<file path="src/rtl/updown_split_counter.sv">
`timescale 1ns/1ps
module updown_split_counter (
  input  logic       clk,
  input  logic       rst_n,
  input  logic       up,
  input  logic       down,
  output logic [2:0] count
);
  localparam logic [1:0] LO_0 = 2'd0, LO_1 = 2'd1, LO_2 = 2'd2, LO_PARK = 2'd3;
  localparam logic [1:0] HI_3 = 2'd0, HI_4 = 2'd1, HI_5 = 2'd2, HI_PARK = 2'd3;

  logic [1:0] lo_q, lo_d, hi_q, hi_d;
  logic       go_up, go_dn;
  logic       lo_idle, hi_idle;

  assign go_up   = up & ~down;
  assign go_dn   = down & ~up;
  assign lo_idle = (lo_q == LO_PARK);
  assign hi_idle = (hi_q == HI_PARK);

  always_comb begin
    lo_d = lo_q;
    case (lo_q)
      LO_PARK: begin
        if (go_up && hi_q == HI_5)      lo_d = LO_0;
        else if (go_dn && hi_q == HI_3) lo_d = LO_2;
      end
      LO_0: begin
        if (go_up)      lo_d = LO_1;
        else if (go_dn) lo_d = LO_PARK;
      end
      LO_1: begin
        if (go_up)      lo_d = LO_2;
        else if (go_dn) lo_d = LO_0;
      end
      default: begin
        if (go_up)      lo_d = LO_PARK;
        else if (go_dn) lo_d = LO_1;
      end
    endcase
  end

  always_comb begin
    hi_d = hi_q;
    case (hi_q)
      HI_PARK: begin
        if (go_up && lo_q == LO_2)      hi_d = HI_3;
        else if (go_dn && lo_q == LO_0) hi_d = HI_5;
      end
      HI_3: begin
        if (go_up)      hi_d = HI_4;
        else if (go_dn) hi_d = HI_PARK;
      end
      HI_4: begin
        if (go_up)      hi_d = HI_5;
        else if (go_dn) hi_d = HI_3;
      end
      default: begin
        if (go_up)      hi_d = HI_PARK;
        else if (go_dn) hi_d = HI_4;
      end
    endcase
  end

  always_ff @(posedge clk or negedge rst_n) begin
    if (!rst_n) begin
      lo_q <= LO_0;
      hi_q <= HI_PARK;
    end else begin
      lo_q <= lo_d;
      hi_q <= hi_d;
    end
  end

  assign count = lo_idle ? (3'd3 + {1'b0, hi_q}) : {1'b0, lo_q};
endmodule


</file>
<file path="config.mk">
export PLATFORM = sky130hd
export DESIGN_NAME = updown_split_counter
export DESIGN_NICKNAME = d
export VERILOG_FILES = /design/src/rtl/updown_split_counter.sv
export SDC_FILE = /design/constraint.sdc
export NUM_CORES = 1
export LEC_CHECK = 0
export ABC_CLOCK_PERIOD_IN_PS = 2700
export BUFFER_PORTS_ARGS = -buffer_cell sky130_fd_sc_hd__buf_2
export CAP_MARGIN = 40
export CELL_PAD_IN_SITES_DETAIL_PLACEMENT = 1
export CELL_PAD_IN_SITES_GLOBAL_PLACEMENT = 2
export CORE_AREA = 5 5 42 44
export DETAILED_ROUTE_END_ITERATION = 12
export DIE_AREA = 0 0 47 49
export PLACE_DENSITY = 0.81
export SLEW_MARGIN = 20
export SYNTH_ARGS = -nofsm -noshare
export SYNTH_HDL_FRONTEND = slang
export SYNTH_SLANG_ARGS = --single-unit
</file>
<file path="constraint.sdc">
create_clock -name clk -period 2.7 [get_ports clk]
set_input_delay 0.405 -clock clk [delete_from_list [all_inputs] [get_ports clk]]
set_output_delay 0.405 -clock clk [all_outputs]
set_load 0.01 [all_outputs]
</file>
; ---- After elaboration in Yosys (flattened, before gate mapping)
; Index checks and enable logic that the tools add are counted.
[totals]
reg_bits = 4
in_bits = 4
out_inout_bits = 3
wordCells = 42
[op_classes]
n_addsub = 1
n_eq_ne = 12
n_mux = 13
bitwise = 4
reduce_logical = 10
[op_table]
columns = operator, count
row1 = 2-bit 2-to-1 mux, 10
row2 = "3-bit != test, second input constant", 4
row3 = 2-bit one-hot mux with 3 select lines, 2
row4 = "2-bit == test, second input constant", 4
row5 = 4-bit AND reduction, 2
row6 = "3-bit by 1-bit != test with 1-bit output, second input constant", 2
row7 = 3-bit nonzero test, 2
row8 = "2-bit by 1-bit == test with 1-bit output, second input constant", 2
row9 = 1-bit logical AND, 4
row10 = 2-bit zero test, 2
row11 = "2-bit by 2-bit adder with 3-bit output, first input constant", 1
row12 = 3-bit 2-to-1 mux, 1
row13 = 1-bit bitwise AND, 2
row14 = 1-bit inverter, 2

; ---- Depth between registers and ports, before layout
; Gate-level depths: netlist of run 1.
[depth]
word_depth = 6
ltp_mapped = 6
depth_no_buf = 6

; ---- Worst setup path after synthesis of run 1
; OpenSTA, ideal clock, no wires.
[synth_path]
path_type = register to register
from = reg hi_q[0]
to = reg hi_q[1]
setup_ps = 82
t_arrival_ps = 1553
required_time_ps = 2618
setup_slack_ps = 1065
stages_incl_launch_ff = 7
n_path_buf = 0
synth_period_minus_slack_ps = 1635
cell_sequence = dfstp_2 inv_1 ha_1 nor3b_2 o21ai_1 a21oi_2 mux2_4
[synth_via]
elab_chain_len = 3
word_cells_on_any_way = 9
classes_between = 5 x eq/ne / 1 x mux / 3 x reduce/logical
[synth_rtl]
columns = item, line_no
row1 = from (decl), 12  ; logic [1:0] lo_q, lo_d, hi_q, hi_d;
row2 = from (signal assigned), 71  ; hi_q <= hi_d;
row3 = 2-bit == test (tied with other cells), 45  ; case (hi_q)
row4 = 3-bit by 1-bit != test with 1-bit output (no line) (tied with other cells), -
row5 = 4-bit AND reduction (no line), -
; Parallel ways exist; a longest one is shown, timed or not.
; A chain may end at the register's enable or synchronous reset.

; ---- Final worst setup path of run 1
[layout_path]
from = reg hi_q[0]
to = out count[1]
[layout_via]
elab_chain_len = 2
[layout_rtl]
columns = item, line_no
row1 = 2-bit by 2-bit adder with 3-bit output, 75  ; assign count = lo_idle ? (3'd3 + {1'b0, hi_q}) : {1'b0, lo_q};
row2 = 3-bit 2-to-1 mux, 75
row3 = to (decl), 7  ; output logic [2:0] count
; Every way passes these cells.

==> results.yml, run 1 <==
yosys:
  synth_top_family_by_area: "adder cells"
  synth_xor_area_share_pct: 0
  synthDistinctLibCells: 21
  postSynthAreaPerCell_um2: 9.030
  ys_ff_latch: 4
  yosys.area.top_type: "ha_1"
  seq_area_frac_synth_pct: 24.70
  synth_fa_ha_area_share_pct: 24.10
  syn_nets: 58
  ys_warn_count: 0
  yosys.area_share.simple_pct: 14.46
  syn_inst: 46
  synth-compound-area-share_pct: 18.67
  synthTopCellsByArea: "ha_1 24%, dfstp_2 13%, dfrtp_1 12%, mux2i_1 7.2%, inv_1 4.5%"
  synth_top_area_share_pct: 24.10
  muxShareOfSynthArea_pct: 10.84
  syn-cell-area_um2: 415.4
setup_path:
  start_kind: "flip-flop"
  worst_ep_arrival_time_ns: 1.47
  cp_slowest_stage_delay_ns: 0.55
  cp_max_fo: 5
  end_kind: "primary output"
  critical_path_class: "flip-flop to primary output"
  crit_chain: "inv_1 > ha_1 > a21boi_0 > buf_2"
  critPathRequiredTime_ns: 2.30
  cp_slowest_cell: "dfstp_2"
layout:
  mostFrequentLayoutCell: "ha_1"
  mostFrequentLayoutCells: "8 x ha_1, 6 x buf_2, 5 x inv_1, 5 x nor2_1"
  n_antenna_cell: 0
  fill_cells: 170
  multi_input_area_um2: 282.8
  stdcell_area_um2: 490.5
  final_nets: 69
  drive_gt1_share_pct: 25.00
  seq_area_um2: 102.6
  fin_cells: 72
  area_growth_pct: 18.07
clock_tree:
  cts_max_path_buffers: 2
  root_buffer: "clkbuf_4"
  cts_setup_buffers: 0
  cts_tree: "done"
  clk_latency_ns: 0.25
  htree_levels: 1
  cts_buffers: 3
  clkSlewWorstSetupHoldPaths_ns: 0.04
  clock_sinks: 4
drt:
  via_count: 342
  post-route-drc-count: 0
  drtIter0Drc: 1
  post_drt_wl_per_cell_um: 11.63
  firstDrtPassIters: 2
  totalWireLength_um: 837
  via_per_inst: 4.750
  ant_nets: 0
power_and_ir_drop:
  p_leak_nw: 0.2433
  power_density_nw_per_um2: 1141
  ir_drop_mv: 0.5461
placement:
  dp.cells: 67
  place_congestion: 0.6141
  pre_cts_slack_ns: 0.9274
  portBuffers: 6
  dp.final_hpwl_um: 637.5
  place_area_um2: 454.2
sta:
  worst_pin_slew_ns: 0.2878
  hold_viol_final: 0
  setup_viol: 0
  slew_violations: 0
  max_freq_ghz: 0.5320
  finalSetupTns_ns: 0
  slew_headroom_pct: 80.81
  fin_crit_sh_pct: 69.62
  setup_ws_ns: 0.8203
  finalCriticalPeriod_ns: 1.880
  rsz0062_at_grt: "no"
  skew_ns: 0.002118
  hold_slack_ns: 0.4897
global_routing:
  track_usage_pct: 8.674
  grt_pass1_vias: 322
  grt_pass1_wl_um: 1414
  grt_max_degree: 10
  antenna_found_initial: 0
  gr-total-overflow: 0
floorplanning:
  initial_core_util_pct: 29.64
  die_w_um: 47
  die_h_um: 49
  io_pins: 7
  core_area_um2: 1401
  rows: 14
  die-area_um2: 2303
worst_hold_path:
  min_path_type: "primary input to asynchronous set/reset pin"
run:
  drv_cap: 0
status:
  status: "finished clean"
layout make-up:
| cell class | instances | share of cell area, % |
|---|---|---|
| well taps | 16 | 4.082 |
| repair buffers | 7 | 8.163 |
| flip-flops and latches | 4 | 20.92 |
| clock buffers | 4 | 5.357 |
| multi-input cells | 36 | 57.65 |
| inverters | 5 | 3.827 |
metrics by stage:
stage / util [%] / power, mW
2_1_floorplan: - / 0.4056
3_3_place_gp: 32.41 / 0.4743
3_5_place_dp: 32.41 / 0.4787
4_1_cts: 35.00 / 0.5726
5_1_grt: 35.00 / 0.6289
6_report: 35.00 / 0.5597
synth_stat cells:
library cell,n
a21boi_0,2
a21oi_1,1
a21oi_2,1
a22oi_1,1
buf_6,1
dfrtp_1,2
dfstp_2,2
ha_1,8
inv_1,5
mux2_4,1
mux2i_1,3
nand2_1,3
nand2b_1,2
nand3_1,1
nor2_1,5
nor3b_2,1
o211ai_1,1
o21a_1,1
o21ai_0,3
o21ai_1,1
o22ai_1,1
critical path, delay by kind of cell (launching register included):
kind	cells	cell delay, ns
DFF	1	0.55
adders and majority gates	1	0.29
buffers and inverters	2	0.25
AOI/OAI and AO/OA	1	0.14
final timing paths:
path	slack, ns	from	cells past startpoint	endpoint
max in group asynchronous	2.01	rst_n	2	hi_q[1]
worst min-delay path	0.49	rst_n	2	lo_q[1]
worst min register to register	0.61	hi_q[0]	2	hi_q[0]
worst max-delay path	0.82	hi_q[0]	4	count[1]
min in group clk	0.61	hi_q[0]	2	hi_q[0]
worst max register to register	0.95	hi_q[0]	6	hi_q[1]
repair_timing:
item,in CTS,in global routing
hold buffers,1,0
hold endpoints to repair,2,0
resized for setup,0,0
registers in the layout, summed over array words and instances, names as in the netlist:
name,count
lo_q,2
hi_q,2
report_power, final:
group	total, mW	internal, mW	switching (mW)
sequential	0.160	0.104	0.0558
combinational	0.313	0.152	0.160
clock	0.0870	0.0559	0.0311
total	0.560	0.312	0.247
kinds of logic (layout without fill, tap and decap cells):
logic type                 Yosys count  after routing
AOI/OAI and AO/OA                   12             12
adders and majority gates            8              8
buffers and inverters                6             16
DFF                                  4              4
muxes                                4              4
and+or+nand+nor                     12             12
routing by layer:
metal	part of all wire, %	vias up	track usage, %
met2	46	5	10.63
met4	2.0	0	2.765
met1	49	158	12.14
met3	3.2	2	5.535
li1	-	177	-
met5	0	-	0
Power figures use the tool's default switching activity.
==> inputs of run 2 (changes only) <==
ABC_CLOCK_PERIOD_IN_PS = 1800   (was 2700)
CORE_AREA = default   (was 5 5 42 44)
CORE_MARGIN = 5   (was default)
CORE_UTILIZATION = 30   (was default)
DIE_AREA = default   (was 0 0 47 49)
PLACE_DENSITY = 0.78   (was 0.81)
clock period = 1.8 ns   (was 2.7 ns; I/O delays follow)
==> results.yml, run 2 (synthesis gave the netlist of run 1 again) <==
sta:
  finalCriticalPeriod_ns: 1.728
  worst_pin_slew_ns: 0.2760
  setup_viol: 0
  fin_crit_sh_pct: 95.99
  max_freq_ghz: 0.5788
  rsz0062_at_grt: "no"
  slew_headroom_pct: 81.60
  slew_violations: 0
  skew_ns: 0.006212
  finalSetupTns_ns: 0
  hold_viol_final: 0
drt:
  via_per_inst: 4.750
  post_drt_wl_per_cell_um: 11.81
  firstDrtPassIters: 4
  drtIter0Drc: 1
  ant_nets: 0
  post-route-drc-count: 0
  totalWireLength_um: 850
  via_count: 342
floorplanning:
  rows: 13
  die-area_um2: 2229
  core_area_um2: 1301
  io_pins: 7
  initial_core_util_pct: 31.92
  die_h_um: 47.21
  die_w_um: 47.21
setup_path:
  crit_end: "count[1]"
  end_kind: "primary output"
  ff2ff_setup_slack_ns: 0.09
  critical_path_class: "flip-flop to primary output"
  r2r_end: "hi_q[1]"
  worst_ep_arrival_time_ns: 1.46
  cp_max_fo: 4
  r2r_cells: 6
  cp-startpoint: "hi_q[0]"
  critPathRequiredTime_ns: 1.53
  rr_startpoint: "hi_q[1]"
  start_kind: "flip-flop"
layout:
  reg_top3: "hi_q (2), lo_q (2)"
  fin_cells: 72
  fill_cells: 165
  n_antenna_cell: 0
  mostFrequentLayoutCells: "6 x ha_1, 6 x buf_2, 5 x nor2_1"
  final_nets: 70
  seq_area_um2: 102.6
  area_growth_pct: 24.10
  drive_gt1_share_pct: 33.33
  multi_input_area_um2: 301.5
global_routing:
  grt_pass1_vias: 353
  track_usage_pct: 9.745
  antenna_found_initial: 0
  grt_pass1_wl_um: 1469
  gr-total-overflow: 0
  use_met1_pct: 11.31
  grt_max_degree: 10
  grtUsageMet2_pct: 15.72
  grt_busiest_layer: "met2"
  grtUsageMet3_pct: 3.448
clock_tree:
  cts_buffers: 3
  clock_sinks: 4
  root_buffer: "clkbuf_4"
  cts_tree: "done"
  cts_max_path_buffers: 2
  clk_latency_ns: 0.23
  clkSlewWorstSetupHoldPaths_ns: 0.04
  htree_levels: 1
power_and_ir_drop:
  power_density_nw_per_um2: 1761
  p_leak_nw: 0.2468
  ir_drop_mv: 0.7023
placement:
  portBuffers: 6
  dp.cells: 67
  dp.final_hpwl_um: 699.4
  place_congestion: 0.6865
status:
  status: "finished clean"
run:
  drv_cap: 0
worst_hold_path:
  min_path_type: "primary input to asynchronous set/reset pin"
-- run 2: critical path, stage by stage, from the launching register on --
cell and delay (ns):
dfstp_2 0.55, inv_2 0.05, buf_4 0.15, ha_4 0.23
a21boi_2 0.12, buf_2 0.14
-- run 2: repair_timing --
action                                 CTS  global route
hold buffers                             1             0
endpoints found under the hold margin    2             0
pin swaps                                0             1
setup endpoints to repair                1             2
setup buffers                            0             0
resized for setup                        1             4
-- run 2: stage by stage --
| stage | util (%) | hold slack, ns | instance area, µm² | setup WS, ns | power [mW] |
|---|---|---|---|---|---|
| final | 39.62 | 0.3669 | 515.5 | 0.07220 | 0.9078 |
| after global routing | 39.62 | 0.3561 | 515.5 | 0.003841 | 1.018 |
| after CTS | 38.17 | 0.3625 | 496.7 | 0.005702 | 0.8723 |
| after detailed placement | 35.38 | 0.07936 | 460.4 | 0.07456 | 0.7412 |
| after global placement | 35.38 | 0.07828 | 460.4 | 0.1022 | 0.7378 |
| after floorplan | - | -0.02559 | 415.4 | 0.1645 | 0.6084 |
-- run 2: routing by layer --
| metal | routed length (µm) | share of wire, % | vias up |
|---|---|---|---|
| met5 | 0 | 0 | - |
| met4 | 0 | 0 | 0 |
| met3 | 25 | 2.9 | 0 |
| met2 | 425 | 50 | 7 |
| met1 | 400 | 47 | 159 |
| li1 | - | - | 176 |
-- run 2: power breakdown --
group	switching (mW)	leakage, nW	internal, mW
registers	0.0828	0.0435	0.156
clock network	0.0326	0.0150	0.0829
logic	0.277	0.188	0.276
total	0.393	0.247	0.515
-- run 2: cell type report --
class	instances	share of cell area, %
well taps	15	3.641
clock buffers	4	5.097
multi-input cells	36	58.50
flip-flops and latches	4	19.90
inverters	5	3.641
repair buffers	8	9.223
-- run 2: worst min path at each step --
stage | cells past startpoint | start | to
2_1_floorplan | 0 | rst_n | lo_q[0]
3_3_place_gp | 1 | rst_n | lo_q[1]
3_5_place_dp | 1 | rst_n | lo_q[1]
4_1_cts | 2 | rst_n | lo_q[0]
5_1_grt | 2 | rst_n | lo_q[1]
6_report | 2 | rst_n | lo_q[0]
==> inputs of run 3 (changes only) <==
ABC_AREA = 1   (was default)
CORE_UTILIZATION = 28   (was 30)
PLACE_DENSITY = 0.79   (was 0.78)
==> results.yml, run 3 <==
floorplanning:
  initial_core_util_pct: 28.57
  die_h_um: 48.75
  die_w_um: 48.75
  io_pins: 7
  core_area_um2: 1471
  die-area_um2: 2377
  rows: 14
clock_tree:
  clk_latency_ns: 0.25
  clock_sinks: 4
  cts_max_path_buffers: 2
  root_buffer: "clkbuf_4"
  cts_tree: "done"
  cts_setup_buffers: 0
  cts_buffers: 3
  htree_levels: 1
  clkSlewWorstSetupHoldPaths_ns: 0.05
sta:
  slew_violations: 0
  rsz0062_at_grt: "no"
  finalCriticalPeriod_ns: 1.694
  worst_pin_slew_ns: 0.2867
  hold_slack_ns: 0.3549
  max_freq_ghz: 0.5904
  slew_headroom_pct: 80.89
  hold_viol_final: 0
  setup_viol: 0
  fin_crit_sh_pct: 94.10
  skew_ns: 0.02053
  finalSetupTns_ns: 0
layout:
  final_nets: 82
  mostFrequentLayoutCells: "18 x nand2_1, 8 x ha_1, 6 x nor2_1, 6 x buf_2, 5 x inv_1"
  fill_cells: 199
  fin_cells: 85
  mostFrequentLayoutCell: "nand2_1"
  stdcell_area_um2: 495.5
  area_growth_pct: 17.86
  seq_area_um2: 102.6
  n_antenna_cell: 0
  reg_top3: "hi_q (2), lo_q (2)"
  drive_gt1_share_pct: 26.09
  multi_input_area_um2: 272.8
setup_path:
  cp-startpoint: "hi_q[1]"
  rr_startpoint: "hi_q[1]"
  start_kind: "flip-flop"
  cp_max_fo: 5
  end_kind: "primary output"
  critical_path_class: "flip-flop to primary output"
  critPathRequiredTime_ns: 1.53
  worst_ep_arrival_time_ns: 1.42
yosys:
  ys_warn_count: 0
  synth_common_cells: "18 x nand2_1, 8 x ha_1, 6 x inv_1, 6 x nor2_1"
  yosys.area.top_type: "ha_1"
  syn_inst: 59
  synthMostInstantiatedCell: "nand2_1"
  syn_nets: 71
  synthDistinctLibCells: 16
  postSynthAreaPerCell_um2: 7.125
  synthTopCellsByArea: "ha_1 24%, nand2_1 16%, dfstp_2 13%, dfrtp_1 12%, inv_1 5.4%"
  async_flop_share_pct: 100.0
  synth-edff-count: 0
  seq_area_frac_synth_pct: 24.40
  syn-cell-area_um2: 420.4
  synth_top_area_share_pct: 23.81
  ys_ff_latch: 4
  synthFlopType: "dfstp_2"
run:
  drv_cap: 0
global_routing:
  track_usage_pct: 8.307
  grt_pass1_wl_um: 1593
  antenna_found_initial: 0
  grt_max_degree: 9
  grt_pass1_vias: 370
  gr-total-overflow: 0
drt:
  via_per_inst: 4.494
  post_drt_wl_per_cell_um: 10.93
  firstDrtPassIters: 2
  ant_nets: 0
  drtIter0Drc: 6
  totalWireLength_um: 929
  post-route-drc-count: 0
  via_count: 382
placement:
  place_area_um2: 459.2
  dp.cells: 80
  dp.final_hpwl_um: 780.6
  portBuffers: 6
  place_congestion: 0.7463
worst_hold_path:
  min_path_type: "primary input to asynchronous set/reset pin"
power_and_ir_drop:
  ir_drop_mv: 0.8099
  p_leak_nw: 0.2680
  power_density_nw_per_um2: 1678
status:
  status: "finished clean"
-- run 3: changes by cell type in the layout (fill, tap and decap cells not counted), moves of 2 or more --
| cell | previous run | this run |
|---|---|---|
| inv_2 | 1 | 4 |
| ha_1 | 6 | 8 |
| nand2_1 | 3 | 18 |
| mux2i_1 | 3 | 0 |
| nand4_1 | 0 | 2 |
| a21oi_1 | 1 | 3 |
| nand2b_1 | 2 | 0 |
| nand3_2 | 0 | 2 |
| o21ai_0 | 3 | 1 |
-- run 3: worst max-delay path, stage by stage, from the launching register on --
cell and delay [ns]:
dfstp_2 0.56, inv_1 0.09, ha_1 0.27, a21oi_1 0.13
buf_2 0.15
-- run 3: metrics by stage --
stage	total power, mW	utilization, %	worst slack, ns
floorplan	0.5885	-	0.4119
global placement	0.7083	31.21	0.3464
detailed placement	0.7045	31.21	0.3161
CTS	0.8442	33.67	0.06245
global route	0.9294	33.67	0.009820
finish	0.8313	33.67	0.1061
-- run 3: cell type report --
cell class                      count  share of cell area [%]
Sequential cell                     4                   20.71
Clock buffer                        4                   5.303
Timing Repair Buffer                7                   8.081
Multi-Input combinational cell     45                   55.05
Tap cell                           16                   4.040
Inverter                            9                   6.818
-- run 3: path summary, 6_finish.rpt --
check | slack [ns] | to | cells after the start
setup reg to reg | 0.40 | hi_q[1] | 9
setup / recovery | 0.11 | count[1] | 4
max in group asynchronous | 1.21 | hi_q[1] | 2
hold / removal | 0.35 | lo_q[1] | 2
hold reg to reg | 0.50 | hi_q[1] | 2
min in group clk | 0.50 | hi_q[1] | 2
-- run 3: cell families (layout without fill, tap and decap cells) --
kind of cell	Yosys count	in the layout	synth area share [%]
and+or+nand+nor	31	31	33.03
buffers and inverters	10	20	10.71
adders and majority gates	8	8	23.81
AOI/OAI and AO/OA	5	5	5.949
DFF	4	4	24.41
xor gates and xnor gates	1	1	2.084
-- run 3: routing by layer --
metal | GRT usage [%] | up-vias | wire length [µm]
met3 | 1.227 | 0 | 26
met2 | 11.30 | 5 | 405
met4 | 5.381 | 0 | 0
li1 | - | 204 | -
met5 | 0 | - | 0
met1 | 11.90 | 173 | 497
-- run 3: what timing repair did --
action,CTS,global route
endpoints found under the setup margin,0,1
hold buffers,1,0
gates resized for setup,0,1
endpoints found under the hold margin,2,0
-- run 3: power by group --
part           switching (mW)  total [mW]  internal (mW)
clock network          0.0456       0.129         0.0837
logic                   0.279       0.465          0.186
registers              0.0822       0.237          0.155
total                   0.406       0.831          0.425
